`config.mk`:
```
export PLATFORM = sky130hd
export DESIGN_NAME = smbus_reg_target
export DESIGN_NICKNAME = d
export VERILOG_FILES = /design/src/rtl/smbus_reg_target.sv
export SDC_FILE = /design/constraint.sdc
export NUM_CORES = 1
export LEC_CHECK = 0
export BUFFER_PORTS_ARGS = -buffer_cell sky130_fd_sc_hd__buf_4
export CAP_MARGIN = 10
export CORE_ASPECT_RATIO = 0.9
export CORE_MARGIN = 2
export CORE_UTILIZATION = 40
export CTS_CLUSTER_SIZE = 16
export DETAILED_ROUTE_END_ITERATION = 10
export SLEW_MARGIN = 40
export SYNTH_ARGS = -nofsm -noshare
export SYNTH_HDL_FRONTEND = slang
export SYNTH_SLANG_ARGS = --single-unit
```
`constraint.sdc`:
```
create_clock -name clk -period 2.5 [get_ports clk]
set_clock_uncertainty 0.2 [all_clocks]
set_input_delay 0.625 -clock clk [delete_from_list [all_inputs] [get_ports clk]]
set_output_delay 0.625 -clock clk [all_outputs]
set_load 0.005 [all_outputs]
```
`src/rtl/smbus_reg_target.sv`:
```
module smbus_reg_target #(
  parameter logic [3:0] ADDR_HI = 4'b0011,
  parameter logic [7:0] ID_IDX  = 8'h20,
  parameter logic [7:0] ID_HI   = 8'h60,
  parameter logic [7:0] ID_LO   = 8'h13
) (
  input  logic       clk,
  input  logic       rst_n,
  input  logic       ext_rst_n,
  input  logic [2:0] addr_strap,
  input  logic       scl_i,
  input  logic       sda_i,
  output logic       sda_oe,
  output logic [7:0] reg_idx,
  output logic [7:0] reg_wdata,
  output logic       reg_we,
  output logic       reg_re,
  input  logic [7:0] reg_rdata
);
  typedef enum logic [2:0] {S_IDLE, S_ADDR, S_IDX, S_WDAT, S_ACK, S_TX} st_t;

  st_t        st, nxt;
  logic [2:0] scl_p, sda_p, addr_lo;
  logic [3:0] cnt;
  logic [7:0] sh, tx;
  logic       ack_ph;

  wire scl_rise = scl_p[1] & ~scl_p[2];
  wire scl_fall = ~scl_p[1] & scl_p[2];
  wire start_c  = scl_p[1] & scl_p[2] & sda_p[2] & ~sda_p[1];
  wire stop_c   = scl_p[1] & scl_p[2] & ~sda_p[2] & sda_p[1];
  wire [7:0] rx_byte = {sh[6:0], sda_p[1]};
  wire id_hit = (reg_idx[7:1] == ID_IDX[7:1]);
  wire [7:0] rd_val = id_hit ? (reg_idx[0] ? ID_LO : ID_HI) : reg_rdata;
  wire addr_ok = (rx_byte[7:1] == {ADDR_HI, addr_lo});

  always_ff @(posedge clk)
    if (!rst_n || !ext_rst_n) addr_lo <= addr_strap;

  always_ff @(posedge clk or negedge rst_n)
    if (!rst_n) begin
      scl_p <= 3'b111;
      sda_p <= 3'b111;
    end else begin
      scl_p <= {scl_p[1:0], scl_i};
      sda_p <= {sda_p[1:0], sda_i};
    end

  always_ff @(posedge clk or negedge rst_n) begin
    if (!rst_n) begin
      st <= S_IDLE; nxt <= S_IDLE; cnt <= '0; sh <= '0; tx <= '0;
      ack_ph <= 1'b0; sda_oe <= 1'b0; reg_idx <= '0; reg_wdata <= '0;
      reg_we <= 1'b0; reg_re <= 1'b0;
    end else begin
      reg_we <= 1'b0;
      reg_re <= 1'b0;
      if (start_c) begin
        st <= S_ADDR; cnt <= '0; sda_oe <= 1'b0; ack_ph <= 1'b0;
      end else if (stop_c) begin
        st <= S_IDLE; sda_oe <= 1'b0;
      end else begin
        case (st)
          S_ADDR, S_IDX, S_WDAT: if (scl_rise) begin
            sh  <= rx_byte;
            cnt <= cnt + 4'd1;
            if (cnt == 4'd7) begin
              cnt <= '0; ack_ph <= 1'b0; st <= S_ACK;
              if (st == S_ADDR) begin
                if (!addr_ok) st <= S_IDLE;
                else if (rx_byte[0]) begin
                  nxt <= S_TX; tx <= rd_val; reg_re <= 1'b1;
                end else nxt <= S_IDX;
              end else if (st == S_IDX) begin
                reg_idx <= rx_byte; nxt <= S_WDAT;
              end else begin
                reg_wdata <= rx_byte; reg_we <= !id_hit; nxt <= S_IDLE;
              end
            end
          end
          S_ACK: if (scl_fall) begin
            if (!ack_ph) begin
              ack_ph <= 1'b1; sda_oe <= 1'b1;
            end else begin
              ack_ph <= 1'b0; st <= nxt; cnt <= '0;
              if (nxt == S_TX) begin
                sda_oe <= ~tx[7]; tx <= {tx[6:0], 1'b0};
              end else sda_oe <= 1'b0;
            end
          end
          S_TX: begin
            if (scl_rise) cnt <= cnt + 4'd1;
            if (scl_fall) begin
              if (cnt == 4'd8) begin
                sda_oe <= 1'b0; st <= S_IDLE;
              end else begin
                sda_oe <= ~tx[7]; tx <= {tx[6:0], 1'b0};
              end
            end
          end
          default: ;
        endcase
      end
    end
  end
endmodule


```
==> results summary <==
The number of sinks driven by the clock tree came out at 54. The remaining design rule violation count is 0. The simple logic cell fraction of the synthesized area is 0.139. The fmax came out at around 450 MHz.

The number of warnings reported in the yosys synthesis log came out at 0. Of the post-synthesis cell area, the dominant cell type holds 0.418. The sequential element share of the synthesized area came out at 0.510. The worst setup path is launched from a register. The post-synthesis register bit count came out at 54. By area, the combinational part of the netlist is dominated by multiplexers. The worst-case vdd ir drop is 267 uV. The max-slew violation count is 0. The part of the total power dissipated in the clock network came out at 0.214.

Max-cap violations in this run came to 0. For the worst flop-to-flop path, the logic depth is 6. The most used flip-flop cell after synthesis is sky130_fd_sc_hd__dfrtp_1. The synthesized net count is about 260. The initial DRC count is approximately 150. The initial antenna violation count came out at 0. The share of total power dissipated in combinational logic is 0.281. The hold-critical path depth is 0. The most common cell after layout, fill and taps aside is sky130_fd_sc_hd__buf_4. The I/O pin count is 35.

From bottom edge to top edge, the die measures ~82 um. The post-synthesis cell count is around 240. STA classifies the critical path endpoint as a register. The total global-route track usage came out at 0.162. The average detailed-routed wire length per instance is 14.9 um.

The total of buffers placed on input and output ports came out at 34. The library cells used most frequently in the layout, excluding fill and tap cells, are sky130_fd_sc_hd__buf_4, sky130_fd_sc_hd__dfrtp_1, sky130_fd_sc_hd__mux2_2, sky130_fd_sc_hd__nand2_1, sky130_fd_sc_hd__nor2_1. The beginning of the worst register-to-register path is sh[6]$_DFFE_PN0P_.

Of the total power, registers draw 0.505. The mux contribution to synthesized area came out at 0.180. The data arrival time of the critical path is 2.24 ns. The number of levels the H-tree was split into came out at 2. The biggest area contributor in the post-synthesis netlist is sky130_fd_sc_hd__dfrtp_1. Summing all multi-input logic gate instances after layout gives approximately 0.0012 mm2. The count of flip-flops with a built-in enable after synthesis came out at 3.

The post-synth design cell area came out at 0.00270 mm2. The startpoint identified for the worst hold timing path is sda_p[0]$_DFF_PN1_. The post-CTS setup repair buffer count is 0. The setup path with the least slack is of type reg -> reg.

The total CTS buffers is 5. The number of antenna-violating nets in the routed design came out at 0. The routed via count divided by cell count is between 5 and 6. The number of vias after detailed routing is roughly 2000. The power per unit of standard cell area is 710 mW/mm2. The number of failing setup endpoints in the final timing report is 0.

The final critical path time including I/O delays and setup is ~2.2 ns. The internal power of the cells came out at 1.55 mW. The total negative setup slack is 0 ns. The final core utilization is 0.489. The power dissipated by switching net loads came out at 0.723 mW. The flow ran to the end, and the final reports show no timing, DRC or antenna violations.

The final weighted congestion of routability-driven global placement is just under 0.9. Summed over all layers, the global routing overflow is 0. The total wire length is approximately 5.6 mm. The portion of the clock cycle consumed by the worst path in the final layout came out at 0.898. The endpoint identified for the worst register-to-register timing path is tx[4]$_DFFE_PN0P_.

The average cell area after synthesis came out at 11.3 um2. 0 antenna diodes ended up in the layout. The largest net degree at the start of global routing came out at 25.

The clock-pin transition on the worst setup and hold timing paths is roughly 0.1 ns. The worst hold path belongs to the class reg -> reg. The xor and xnor fraction of the mapped netlist area came out at 0.0130. The switching share of power is 0.318.

Setup repair after global routing left no endpoint under its margin. The relative max-transition margin is 0.731. The synthesis-to-layout area growth is 18.8%. After synthesis, the share of flip-flops with an asynchronous set or reset is 0.944. In this run the static leakage power is about 1.5 nW. The root buffer cell chosen for the clock tree is sky130_fd_sc_hd__clkbuf_8. The CTS tree is done. The register cell area after layout came out at roughly 0.0014 mm2.

The fraction of the mapped netlist area in compound gates came to 0.119. The first-pass GRT wire length is 9.50 mm. Of all nets on the critical path, the largest fanout is 8. The core region is about 0.0066 mm2.

The horizontal die dimension came out at around 90 um. The first TritonRoute pass finished after 4 iterations. The wire-length estimate of the detail-placed layout is approximately 4.0 mm.

At the pin with the least slew margin, the transition time is roughly 0.40 ns. The starting utilization of the core area came out at 0.411. The number of rows created at floorplan is 28. The register-to-register setup slack is approximately 0.25 ns.

Counting the fill cells in the layout gives around 610. The area of all placed cells without fillers is about 0.0032 mm2. Sorting the synthesized cells by area gives the leading types as sky130_fd_sc_hd__dfrtp_1, sky130_fd_sc_hd__mux2_2, sky130_fd_sc_hd__dfstp_2. At the later pin of the worst-skew pair, clock insertion delay measures between 0.3 and 0.4 ns. The die covers approximately 0.0074 mm2.

The final hold violation count is 0. For hold timing, the worst endpoint is sda_p[1]$_DFF_PN1_. The placed instance area is roughly 0.0031 mm2. The net total in the final layout is 300. The number of distinct standard cells referenced by the synthesized netlist came out at 48. The required time at the endpoint of the critical path is between 2 and 3 ns. Of the total synthesized cell area, the portion taken by full adders, half adders and majority gates is 0.00929. The fraction of final layout cells sized beyond drive strength 1 came out at 0.357. The maximum count of clock buffers along a single path is 2. The number of global-route vias before repair is ~1800.
## final cells by class
class,instances,area share
clock buffer,6,0.0227
inverter,9,0.0106
sequential,54,0.429
timing repair buffer,47,0.111
multi-input combinational,165,0.387
tap,90,0.0352
clock inverter,2,0.00430
## flip-flops by register name, indices dropped and copies added, names as in the netlist, 3 cells and up
| register | flops |
|---|---|
| addr_lo | 3 |
| cnt | 4 |
| reg_idx | 8 |
| tx | 8 |
| reg_wdata | 8 |
| sda_p | 3 |
| st | 3 |
| nxt | 3 |
| scl_p | 3 |
| sh | 7 |
## worst max-delay path, cell delays in order, from the launching register on
cell and delay, ns:
sky130_fd_sc_hd__dfrtp_1 0.43, sky130_fd_sc_hd__and4bb_1 0.30, sky130_fd_sc_hd__nand4_2 0.16, sky130_fd_sc_hd__o31a_1 0.36, sky130_fd_sc_hd__nor4_4 0.13, sky130_fd_sc_hd__buf_4 0.20
sky130_fd_sc_hd__mux2_2 0.35
## synthesized netlist by cell type (4+ instances only)
cell type	instances
sky130_fd_sc_hd__dfrtp_1	45
sky130_fd_sc_hd__mux2_2	35
sky130_fd_sc_hd__nand2_1	23
sky130_fd_sc_hd__nor2_1	12
sky130_fd_sc_hd__o21ai_0	11
sky130_fd_sc_hd__a21oi_1	10
sky130_fd_sc_hd__inv_1	9
sky130_fd_sc_hd__mux2i_1	9
sky130_fd_sc_hd__clkbuf_1	6
sky130_fd_sc_hd__dfstp_2	6
sky130_fd_sc_hd__buf_2	5
sky130_fd_sc_hd__nand3_1	5
sky130_fd_sc_hd__nand2b_1	4
sky130_fd_sc_hd__xnor2_1	4
## kinds of logic after synthesis
logic type | after synthesis
buf+inv | 20
compound gates | 47
flops | 54
xor+xnor | 4
fa+ha+maj | 2
simple gates | 68
mux | 44
## stage by stage
stage	hold WS (ns)	power, mW	setup slack, ns	cells
floorplan	0.129	1.61	0.383	239
global placement	0.146	1.79	0.287	364
detailed placement	0.147	1.80	0.270	364
CTS	0.161	2.30	0.257	373
global route	0.167	2.44	0.112	373
finish	0.159	2.27	0.255	373
## timing repair
| item | 4_1_cts | 5_1_grt |
|---|---|---|
| hold buffers | 1 | 0 |
| endpoints found under the setup margin | 0 | 0 |
| hold endpoints to repair | 11 | 0 |
| resized for setup | 0 | 0 |
## layer usage
| layer | GRT usage | vias up | routed length, um |
|---|---|---|---|
| met5 | 0 | - | 0 |
| met4 | 0.0415 | 0 | 54 |
| met3 | 0.0339 | 8 | 308 |
| met2 | 0.228 | 57 | 2400 |
| met1 | 0.251 | 961 | 2790 |
| li1 | - | 951 | - |
## power groups by stage
stage,Sequential (mW),Combinational (mW),Clock (mW)
final,1.15,0.640,0.487
after global routing,1.17,0.712,0.558
after CTS,1.15,0.642,0.511
after detailed placement,1.17,0.638,0
after global placement,1.16,0.628,0
after floorplan,1.12,0.490,0
## how the worst max path moves through the flow
stage	to	startpoint	cells past startpoint	slack (ns)
5_1_grt	tx[4]$_DFFE_PN0P_	sda_p[1]$_DFF_PN1_	6	0.11
2_1_floorplan	tx[0]$_DFFE_PN0P_	sh[6]$_DFFE_PN0P_	5	0.38
3_3_place_gp	tx[6]$_DFFE_PN0P_	sda_p[1]$_DFF_PN1_	6	0.29
6_report	tx[4]$_DFFE_PN0P_	sh[6]$_DFFE_PN0P_	6	0.25
3_5_place_dp	tx[4]$_DFFE_PN0P_	sda_p[1]$_DFF_PN1_	6	0.27
4_1_cts	tx[4]$_DFFE_PN0P_	sda_p[1]$_DFF_PN1_	6	0.26
No activity file was read; power rests on OpenSTA's default activity.
